==> src/rtl/bhc_pkg.sv <==
package bhc_pkg;

    typedef enum logic [1:0] {
        ST_IDLE  = 2'd0,
        ST_ADDR  = 2'd1,
        ST_ACKED = 2'd2,
        ST_BURST = 2'd3
    } bhc_state_e;

    function automatic logic in_addr_phase(input bhc_state_e st);
        return (st == ST_ADDR) || (st == ST_ACKED);
    endfunction

endpackage

==> src/rtl/bhc_req_gen.sv <==
module bhc_req_gen (
    input  logic clk,
    input  logic rst,
    input  logic start_take,
    input  logic burst_en,
    input  logic dram_en,
    input  logic burstable,
    output logic req_q,
    output logic dram_q
);

    logic req_d;
    logic dram_d;

    always_comb begin
        req_d  = req_q;
        dram_d = dram_q;
        if (start_take) begin
            req_d  = burstable && (burst_en || dram_en);
            dram_d = burstable && dram_en;
        end
    end

    always_ff @(posedge clk) begin
        if (rst) begin
            req_q  <= 1'b0;
            dram_q <= 1'b0;
        end else begin
            req_q  <= req_d;
            dram_q <= dram_d;
        end
    end

endmodule

==> src/rtl/bhc_beat_ctr.sv <==
module bhc_beat_ctr #(
    parameter int BEATS = 4,
    localparam int CNT_W = (BEATS > 2) ? $clog2(BEATS) : 1
) (
    input  logic             clk,
    input  logic             rst,
    input  logic             clr,
    input  logic             inc,
    output logic [CNT_W-1:0] cnt,
    output logic             last
);

    localparam logic [CNT_W-1:0] LAST_VAL = CNT_W'(BEATS - 1);

    logic [CNT_W-1:0] cnt_d;

    always_comb begin
        cnt_d = cnt;
        if (clr)
            cnt_d = '0;
        else if (inc)
            cnt_d = cnt + 1'b1;
    end

    always_ff @(posedge clk) begin
        if (rst)
            cnt <= '0;
        else
            cnt <= cnt_d;
    end

    assign last = (cnt == LAST_VAL);

endmodule

==> src/rtl/bhc_fsm.sv <==
module bhc_fsm
    import bhc_pkg::*;
(
    input  logic       clk,
    input  logic       rst,
    input  logic       txn_start,
    input  logic       ack_n,
    input  logic       rdy_n,
    input  logic       req_q,
    input  logic       dram_q,
    input  logic       beat_last,
    output bhc_state_e state,
    output logic       start_take,
    output logic       ctr_inc,
    output logic       ctr_clr
);

    bhc_state_e state_d;
    logic       burst_go;
    logic       ready;
    logic       ack_low;

    assign ready    = !rdy_n;
    assign ack_low  = !ack_n;
    // Decision in the ready clock: the DRAM path overrides the acknowledge
    assign burst_go = dram_q || (req_q && ack_low);

    // State register
    always_ff @(posedge clk) begin
        if (rst)
            state <= ST_IDLE;
        else
            state <= state_d;
    end

    // Next state
    always_comb begin
        state_d = state;
        unique case (state)
            ST_IDLE: begin
                if (txn_start)
                    state_d = ST_ADDR;                  // T_START
            end
            ST_ADDR: begin
                if (ready)
                    state_d = burst_go ? ST_BURST       // T_BURST_GO
                                       : ST_IDLE;       // T_SINGLE
                else if (req_q && ack_low)
                    state_d = ST_ACKED;                 // T_ACK_EARLY
            end
            ST_ACKED: begin
                if (ready)
                    state_d = burst_go ? ST_BURST       // T_BURST_GO
                                       : ST_IDLE;       // T_SINGLE
                else if (!ack_low)
                    state_d = ST_ADDR;                  // T_ACK_DROP
            end
            ST_BURST: begin
                if (ready && beat_last)
                    state_d = ST_IDLE;                  // T_LAST_BEAT
            end
            default: state_d = ST_IDLE;
        endcase
    end

    // Control outputs
    always_comb begin
        start_take = 1'b0;
        ctr_inc    = 1'b0;
        ctr_clr    = 1'b0;
        unique case (state)
            ST_IDLE: begin
                start_take = txn_start;
                ctr_clr    = 1'b1;
            end
            ST_ADDR, ST_ACKED: begin
                ctr_inc = ready && burst_go;
                ctr_clr = ready && !burst_go;
            end
            ST_BURST: begin
                ctr_inc = ready && !beat_last;
                ctr_clr = ready && beat_last;
            end
            default: ctr_clr = 1'b1;
        endcase
    end

endmodule

==> src/rtl/burst_handshake_ctrl.sv <==
module burst_handshake_ctrl
    import bhc_pkg::*;
#(
    parameter int BEATS = 4,
    localparam int CNT_W = (BEATS > 2) ? $clog2(BEATS) : 1
) (
    input  logic             clk,
    input  logic             rst,
    input  logic             burst_en_i,
    input  logic             dram_burst_en_i,
    input  logic             txn_start_i,
    input  logic             txn_burstable_i,
    input  logic             ack_n_i,
    input  logic             rdy_n_i,
    output logic             req_n_o,
    output logic             req_src_dram_o,
    output logic             burst_sel_o,
    output logic [CNT_W-1:0] beat_cnt_o
);

    bhc_state_e state;
    logic       start_take;
    logic       ctr_inc;
    logic       ctr_clr;
    logic       req_q;
    logic       dram_q;
    logic       beat_last;

    bhc_req_gen u_req (
        .clk       (clk),
        .rst       (rst),
        .start_take(start_take),
        .burst_en  (burst_en_i),
        .dram_en   (dram_burst_en_i),
        .burstable (txn_burstable_i),
        .req_q     (req_q),
        .dram_q    (dram_q)
    );

    bhc_beat_ctr #(.BEATS(BEATS)) u_ctr (
        .clk (clk),
        .rst (rst),
        .clr (ctr_clr),
        .inc (ctr_inc),
        .cnt (beat_cnt_o),
        .last(beat_last)
    );

    bhc_fsm u_fsm (
        .clk       (clk),
        .rst       (rst),
        .txn_start (txn_start_i),
        .ack_n     (ack_n_i),
        .rdy_n     (rdy_n_i),
        .req_q     (req_q),
        .dram_q    (dram_q),
        .beat_last (beat_last),
        .state     (state),
        .start_take(start_take),
        .ctr_inc   (ctr_inc),
        .ctr_clr   (ctr_clr)
    );

    // Outputs decoded from state and latched request flags
    always_comb begin
        req_n_o        = 1'b1;
        req_src_dram_o = 1'b0;
        burst_sel_o    = 1'b0;
        unique case (state)
            ST_IDLE: ;
            ST_ADDR, ST_ACKED: begin
                req_n_o        = !req_q;
                req_src_dram_o = req_q && dram_q;
            end
            ST_BURST: burst_sel_o = 1'b1;
            default: ;
        endcase
    end

endmodule

==> config.mk <==
export PLATFORM = sky130hd
export DESIGN_NAME = burst_handshake_ctrl
export DESIGN_NICKNAME = d
export VERILOG_FILES = /design/src/rtl/bhc_pkg.sv /design/src/rtl/bhc_req_gen.sv /design/src/rtl/bhc_beat_ctr.sv /design/src/rtl/bhc_fsm.sv /design/src/rtl/burst_handshake_ctrl.sv
export SDC_FILE = /design/constraint.sdc
export NUM_CORES = 1
export LEC_CHECK = 0
export ABC_CLOCK_PERIOD_IN_PS = 3100
export BUFFER_PORTS_ARGS = -buffer_cell sky130_fd_sc_hd__buf_2
export CORE_AREA = 5 5 42 44
export DETAILED_ROUTE_END_ITERATION = 8
export DIE_AREA = 0 0 47 49
export PLACE_DENSITY = 0.61
export SYNTH_ARGS = -nofsm -noshare
export SYNTH_HDL_FRONTEND = slang
export SYNTH_SLANG_ARGS = --single-unit
export TNS_END_PERCENT = 20
==> constraint.sdc <==
create_clock -name clk -period 3.1 [get_ports clk]
set_input_delay 0.465 -clock clk [delete_from_list [all_inputs] [get_ports clk]]
set_output_delay 0.465 -clock clk [all_outputs]
set_load 0.005 [all_outputs]
======== Word-level counts from Yosys, hierarchy flattened ========
Index checks and enable logic that the tools add are counted.
word-level totals
  register bits after elaboration ......... 6
  logic and storage cells ................. 46
cells by class
  $add $sub $neg .......................... 1
  equality and inequality tests ........... 8
  multiplexer cells ....................... 14
  reductions and logical operators ........ 19
operators with widths
  kind                   count
  $mux W2                7
  $logic_and A1 B1 Y1    8
  $pmux W2 S4            1
  $eq A2 B2 Y1 const B   3
  $logic_not A1 Y1       5
  $mux W1                4
  $reduce_and A4 Y1      1
  $reduce_or A2 Y1       2
  $ne A3 B2 Y1 const B   1
  $ne A3 B3 Y1 const B   1
  $pmux W1 S3            1
  $add A2 B1 Y2 const B  1
  $eq A2 B1 Y1 const B   1
  $logic_not A2 Y1       1
  $logic_or A1 B1 Y1     2
  $ne A2 B1 Y1 const B   1
  $ne A2 B2 Y1 const B   1
  $pmux W1 S2            1

======== Depth between registers and ports, before layout ========
Gate-level depths: netlist of run 1.
  depth in word-level cells ............... 7
  depth in mapped cells ................... 6

======== By module ========
A second synthesis of run 1 with hierarchy kept.
second synthesis, totals
  cells, all modules ...................... 51
  area total of the unflattened synthesis .. 476.7 µm²
by module, submodules not included
  module                instances  cells an instance  area an instance (µm²)  sequential area each (µm²)
  bhc_fsm               1          33                 280.3                   40.0
  bhc_beat_ctr          1          7                  91.3                    40.0
  bhc_req_gen           1          8                  82.6                    40.0
  burst_handshake_ctrl  1          3                  22.5                    0.0

======== Worst setup path before layout of run 1 ========
OpenSTA, ideal clock, no wires.
  path kind ............................... input port to flip-flop
  start ................................... in rdy_n_i
  end ..................................... reg u_fsm.state[1]
  setup time .............................. 0.070 ns
  arrival ................................. 1.513 ns
  data required time ...................... 3.030 ns
  setup slack ............................. 1.518 ns
  stages on the path ...................... 5
  buffers on the path ..................... 1
  cell sequence ........................... buf_6 nand2b_4 a22o_1 or4_1 a21oi_1
on the way
  word-level cells in the longest chain between the ends .. 4
  elaborated cells on any way between the ends .. 9
ends and longest elaborated chain
  what                         line                        RTL
  start, declared              burst_handshake_ctrl.sv:14  input logic rdy_n_i,
  $logic_not A1 Y1             bhc_fsm.sv:23               assign ready = !rdy_n;
  $logic_and A1 B1 Y1          bhc_fsm.sv:59               if (ready && beat_last)
  $ne A2 B1 Y1 (no line)       --
  $reduce_and A4 Y1 (no line)  --
  end signal, assigned         bhc_fsm.sv:33               state <= state_d;
  end, declared                bhc_fsm.sv:12               output bhc_state_e state,
Several ways; a longest one is shown, not always the timed one.
A chain may end at the register's enable or synchronous reset.

======== Worst setup path in the final report of run 1 ========
  start ................................... reg u_fsm.state[0]
  end ..................................... out req_src_dram_o
on the way
  word-level cells in the longest chain between the ends .. 3
  elaborated cells on any way between the ends .. 4
ends and longest elaborated chain
  what                                          line                        RTL
  $eq A2 B1 Y1 or $eq A2 B2 Y1 (tied branches)  burst_handshake_ctrl.sv:69  unique case (state)
  $reduce_or A2 Y1 (*)                          burst_handshake_ctrl.sv:69
  $mux W1 (*)                                   burst_handshake_ctrl.sv:69
  end, declared                                 burst_handshake_ctrl.sv:16  output logic req_src_dram_o,
Mark *: on every way between the ends. The rest lies on a longest branch, timed or not.

==> results.md, run 1 <==
* Status: completed
* Seq/Total Area, Yosys at 27.1%
* Met3 routed WL at 66 um
* Final Non-Filler Cells at 82
* Antenna violations before repair at 0
* Data arrival, critical path at 1.35 ns
* Synth warnings at 0
* Core area at 0.00140 mm2
* Register bit count reported by yosys at 6
* Clock slew at reported path FFs at 0.05 ns
* Pin count of the biggest net entering global routing at 10
* RSZ-0062 raised after global routing: no
* Setup Buffers After CTS at 0
* Minimum clock period at 1.81 ns
* Top post-synthesis cells by area: dfxtp_1 27%, ha_1 17%, nand2_1 5.1%, nor2_1 5.1%, and2b_2 4.0%
* ANT nets after route at 0
* Worst rel slew slack at 79.0%
* Post-CTS Hold Buffers at 0
* Yosys top cell by area: dfxtp_1
* Slack of the worst reg-to-reg path at 1.42 ns
* DP Area at 512 um2
* Initial Util at 31.6%
* Synth Cell Area at 443 um2
* Post-synth EDFFs at 0
* ANT cells at 0
* 1st-iter DRT viols at 4
* 1st-pass router iterations at 2
* Worst skew pair latency at 0.25 ns
* I/O pins at 13
* Utilization after layout at 38.1%
* Count of input and output buffers at 12
* Syn_area_per_cell at 8.52 um2
* Clock Tree Buf Depth at 2
* Setup crit end kind: primary output
* Setup Viol. Count Final at 0
* Ys flop type: dfxtp_1
* Fin. max-slew vios at 0
* Crit Path Max Fanout at 4
* Grt total ovfl at 0
* Clock Sinks at 6
* FFs w/ async S/R, synth at 0%
* Worst Clk Skew at 0.000117 ns
* Clock Root Buffer: clkbuf_4
* Fmax at 0.551 GHz
* R2r startpoint: u_fsm.state[0]
* Period utilization at 58.5%
* DRC at 0
* First-pass GRT wire length at 1490 um
* Startpoint Class: register
* Number of global-route vias before repair at 347
* Post-route cell area at 534 um2
* CP required at 2.63 ns
* Hold_sp: rst
* WS Path Type: register to primary output
* Top Layer Used: met4
* TritonCTS clock tree: built
* Hpwl dp at 757 um
* FF-to-FF path depth at 5
* Worst Hold Class: primary input to register
* GRT Total Usage at 9.73%
* PD cells at 408 mW/mm2
* Layout Nets at 82
* Drt wl/cell at 11.6 um
* Commonest non-fill, non-tap cells in the layout: 12 x buf_2, 6 x nand2_1, 6 x nor2_1, 6 x ha_1, 6 x dfxtp_1
* Via density at 5.07
* Max cap viols at 0
* Hold Violations, Final at 0
* Cell leakage power at 0.000254 uW
* Placed cells at 79
* Share of cells above drive strength 1 at 28.8%
* End of the worst hold path: u_req.dram_q
* Area growth from synthesis to layout at 20.6%
* Rows at 14
* Post_cts resized at 0
* CTS H-tree depth at 1
* TritonCTS Buffers at 3
* Routed vias at 416
* Reg-to-reg critical path endpoint: u_fsm.state[1]
* Post-Route WL at 954 um
* Setup_tns at 0 ns
* Filler cells at 156
* Syn Nets at 66
* DRT met1 WL at 449 um
* Area share of the largest cell type after synthesis at 27.1%
* Hold depth at 2
* Die Height at 49 um
* Synth unique cells at 25
* Most common cell after layout, fill and taps aside: buf_2
* Minimum hold slack at 0.460 ns
* Worst-Margin Slew at 0.316 ns
* Die area at 0.00230 mm2
* Routability cong. at 0.821
* Die Wd at 47 um
* DR WL met2 at 387 um
* VDD IR max at 0.000154 V
* Post-Synthesis Cells at 52
synth_stat cells, types with 2 or more instances:
cell type	instances
dfxtp_1	6
ha_1	6
nand2_1	6
nor2_1	6
a21oi_1	3
inv_1	3
and2b_2	2
nor3_1	2
o21ai_0	2
state kept, by name (all words and copies together), names as in the netlist:
name and count:
u_ctr.cnt 2, u_fsm.state 2, u_req.dram_q 1, u_req.req_q 1
where the power goes:
| group | total (uW) | switching [uW] | internal, uW |
|---|---|---|---|
| Sequential | 86.5 | 4.32 | 82.2 |
| Clock | 74.5 | 30.5 | 43.9 |
| Combinational | 56.8 | 30.4 | 26.4 |
| Total | 218 | 65.3 | 153 |
worst max-delay path, cell delays in order, from the launching register on:
cell	delay (ns)
dfxtp_1	0.35
inv_1	0.10
ha_1	0.34
and3_1	0.19
buf_2	0.12
worst max path at each step:
| stage | to | startpoint | cells after the start |
|---|---|---|---|
| floorplan | u_fsm.state[1] | rdy_n_i | 5 |
| global placement | u_fsm.state[1] | rdy_n_i | 5 |
| detailed placement | u_fsm.state[1] | ack_n_i | 5 |
| CTS | req_src_dram_o | u_fsm.state[0] | 4 |
| global route | req_src_dram_o | u_fsm.state[1] | 4 |
| finish | req_src_dram_o | u_fsm.state[0] | 4 |
per-layer routing:
metal	global-route usage (%)	vias to the layer above
li1	-	218
met2	11.5	9
met5	0	-
met3	4.43	4
met1	11.2	185
met4	11.1	0
stage by stage:
stage          setup slack [ns]  power [uW]
2_1_floorplan              1.52         129
4_1_cts                    1.28         221
3_5_place_dp               1.40         144
5_1_grt                    1.19         232
3_3_place_gp               1.43         145
6_report                   1.29         218
cell families after synthesis:
| logic type | after synthesis | synth area share (%) |
|---|---|---|
| muxes | 1 | 2.26 |
| xor gates and xnor gates | 1 | 1.98 |
| AOI/OAI and AO/OA | 12 | 19.8 |
| DFF | 6 | 27.1 |
| and+or+nand+nor | 22 | 26.8 |
| buffers and inverters | 4 | 5.08 |
| adders and majority gates | 6 | 16.9 |
cell type report:
| type | instances | area (um2) | share of cell area [%] |
|---|---|---|---|
| multi-input cells | 42 | 300 | 56.2 |
| flip-flops and latches | 6 | 120 | 22.5 |
| repair buffers | 12 | 60.1 | 11.2 |
| clock buffers | 3 | 22.5 | 4.22 |
| well taps | 16 | 20.0 | 3.75 |
| inverters | 3 | 11.3 | 2.11 |
No activity file was read; power rests on OpenSTA's default activity.
==> run 2, diff against run 1 <==
- ABC_AREA: unset -> 1
- ABC_CLOCK_PERIOD_IN_PS: 3100 -> 1820
- PLACE_DENSITY: 0.61 -> 0.64
- clock period: 3.1 -> 1.82 ns (I/O delays scaled with it)
==> run 2 against run 1 <==
Against the previous run: hold slack lost 0.21 ns; largest cell class unchanged; critical endpoint unchanged; via count grew 15%; critical path type unchanged; clock skew grew 0.0029 ns.
==> results.md, run 2 <==
* Status: completed
* Setup crit end kind: primary output
* Pin count of the biggest net entering global routing at 7 (-3)
* ANT nets after route at 0 (unchanged)
* Post-CTS Hold Buffers at 0 (unchanged)
* Crit path buf inv count at 2 (unchanged)
* Commonest non-fill, non-tap cells in the layout: 18 x nand2_1, 12 x buf_2, 10 x inv_1, 7 x nand3_1
* Die Wd at 47 um (unchanged)
* Synth unique cells at 16 (-36%)
* Worst Clk Skew at 0.00306 ns (+0.00294 ns)
* Hpwl dp at 786 um (+3.8%)
* Via density at 4.54 (-10%)
* Reg area at 120 um2 (unchanged)
* Worst skew pair latency at 0.24 ns (about the same)
* Area share of the largest cell type after synthesis at 25.1% (-2.1 points)
* CP delay by family, top: flip-flops
* Share of cells above drive strength 1 at 29.2% (+0.43 points)
* Hold Violations, Final at 0 (unchanged)
* Filler cells at 168 (+7.7%)
* Crit path max-delay cell type: dfxtp_1
* I/O pins at 13 (unchanged)
* Placed cells at 102 (+29%)
* WS Path Type: register to primary output
* Syn_area_per_cell at 6.48 um2 (-24%)
* Ys flop type: dfxtp_1
* Routability cong. at 0.791 (-3.6%)
* Count of input and output buffers at 12 (unchanged)
* Crit Path Max Fanout at 4 (unchanged)
* Slack of the worst reg-to-reg path at 0.50 ns (-0.92 ns)
* Clock Sinks at 6 (unchanged)
* Number of global-route vias before repair at 437 (+26%)
* Area growth from synthesis to layout at 21.4%
* PD cells at 647 mW/mm2 (+59%)
* Rows at 14 (unchanged)
* Worst-Margin Slew at 0.172 ns (-0.144 ns)
* Die Height at 49 um (unchanged)
* First-pass GRT wire length at 1610 um (+7.9%)
* Post-synth EDFFs at 0 (unchanged)
* Post-synth top cells: 18 x nand2_1, 10 x inv_1, 7 x nand3_1
* Register bit count reported by yosys at 6 (unchanged)
* Cell leakage power at 0.000295 uW (+16%)
* DRC at 0 (unchanged)
* Grt total ovfl at 0 (unchanged)
* Startpoint Class: register
* GRT Total Usage at 9.44% (-0.28 points)
* Core area at 0.00140 mm2 (unchanged)
* Max cap viols at 0 (unchanged)
* Initial Util at 34.2% (+2.6 points)
* Syn Nets at 88 (+33%)
* Post-Synthesis Cells at 74 (+42%)
* Antenna violations before repair at 0 (unchanged)
* Top post-synthesis cells by area: dfxtp_1 25%, ha_1 16%, nand2_1 14%, inv_1 7.8%, nand3_1 7.3%
* Clock slew at reported path FFs at 0.04 ns (about the same)
* CTS H-tree depth at 1 (unchanged)
* CP required at 1.55 ns (-1.08 ns)
* Setup Buffers After CTS at 0 (unchanged)
* Routed vias at 477 (+15%)
* Fmax at 0.640 GHz
* Most common cell in the netlist: nand2_1
* Post-Route WL at 928 um (-2.7%)
* Biggest regs: u_ctr.cnt x2, u_fsm.state x2
* ANT cells at 0 (unchanged)
* Synth warnings at 0 (unchanged)
* VDD IR max at 0.000326 V (+110%)
* Max incr delay on CP at 0.38 ns (+0.03 ns)
* Worst rel slew slack at 88.5% (+9.6 points)
* Area of the multi-input gates at 307 um2 (+2.1%)
* Data arrival, critical path at 1.29 ns (-0.06 ns)
* 1st-pass router iterations at 4 (+2)
* Period utilization at 85.8%
* Die area at 0.00230 mm2 (unchanged)
* RSZ-0062 raised after global routing: no
* Drt wl/cell at 8.84 um (-24%)
* Yosys top cell by area: dfxtp_1
* Worst-path cell chain: inv_1, ha_1, nand2_1, nor2_1, buf_2
* Layout Nets at 105 (+28%)
* Post_cts resized at 0 (unchanged)
* Clock Tree Buf Depth at 2 (unchanged)
* Clock Root Buffer: clkbuf_4
* Seq/Total Area, Yosys at 25.1% (-2.1 points)
* Synth Cell Area at 479 um2 (+8.2%)
* FFs w/ async S/R, synth at 0% (unchanged)
* Worst Hold Class: primary input to register
* TritonCTS Buffers at 3 (unchanged)
* Final Non-Filler Cells at 105 (+28%)
* Setup_tns at 0 ns (unchanged)
* Fin. max-slew vios at 0 (unchanged)
* 1st-iter DRT viols at 10 (+6)
* Most common cell after layout, fill and taps aside: nand2_1
* Minimum clock period at 1.56 ns
* Setup Viol. Count Final at 0 (unchanged)
* TritonCTS clock tree: built
[run 2: cell count changes after synthesis, moves of 2 or more]
cell | previous run | this run
nand3_1 | 0 | 7
nor3_1 | 2 | 0
a21oi_2 | 0 | 2
inv_2 | 0 | 4
inv_1 | 3 | 10
nand2_1 | 6 | 18
and2b_2 | 2 | 0
nand2_2 | 0 | 4
[run 2: logic make-up (layout without fill, tap and decap cells)]
logic type / after synthesis / count (layout) / synth area share [%]
DFF: 6 / 6 / 25.1
adders and majority gates: 6 / 6 / 15.7
AOI/OAI and AO/OA: 11 / 11 / 14.1
buffers and inverters: 14 / 29 / 11.0
and+or+nand+nor: 37 / 37 / 34.2
[run 2: worst paths after layout]
check | start | end | cells after the start
worst max-delay path | u_fsm.state[0] | req_src_dram_o | 5
worst min-delay path | rst | u_fsm.state[1] | 2
worst max register to register | u_fsm.state[1] | u_fsm.state[0] | 10
worst min register to register | u_ctr.cnt[1] | u_ctr.cnt[1] | 2
[run 2: area by class of cell]
type | count | share of cell area, %
Clock buffer | 3 | 3.87
Inverter | 14 | 9.03
Multi-Input combinational cell | 54 | 52.7
Sequential cell | 6 | 20.6
Tap cell | 16 | 3.44
Timing Repair Buffer | 12 | 10.3
[run 2: worst reg2reg max path: cells and delay by family (launching register included)]
kind	cells	cell delay, ns
and+or+nand+nor	7	0.51
DFF	1	0.37
adders and majority gates	1	0.19
buffers and inverters	2	0.15
[run 2: stage by stage]
stage / util, % / instance area (um2) / setup slack (ns) / hold slack, ns / total power, uW
after floorplan: - / 479 / 0.635 / 0.335 / 232
after global placement: 39.9 / 559 / 0.530 / 0.471 / 260
after detailed placement: 39.9 / 559 / 0.511 / 0.474 / 261
after CTS: 41.5 / 582 / 0.253 / 0.245 / 384
after global routing: 41.5 / 582 / 0.166 / 0.263 / 408
final: 41.5 / 582 / 0.259 / 0.251 / 376
[run 2: routing by layer]
layer  up-vias  part of all wire, %  routed length, um  global-route usage [%]
li1        263                    -                  -                       -
met1       203                   45                422                    10.8
met2         9                   46                430                    14.7
met3         2                  7.2                 67                    1.85
met4         0                 0.86                  8                    6.91
met5         -                    0                  0                       0
[run 2: power by group]
group / internal, uW / switching [uW]
clock network: 74.3 / 43.2
registers: 140 / 9.01
logic: 43.1 / 66.8
total: 257 / 119
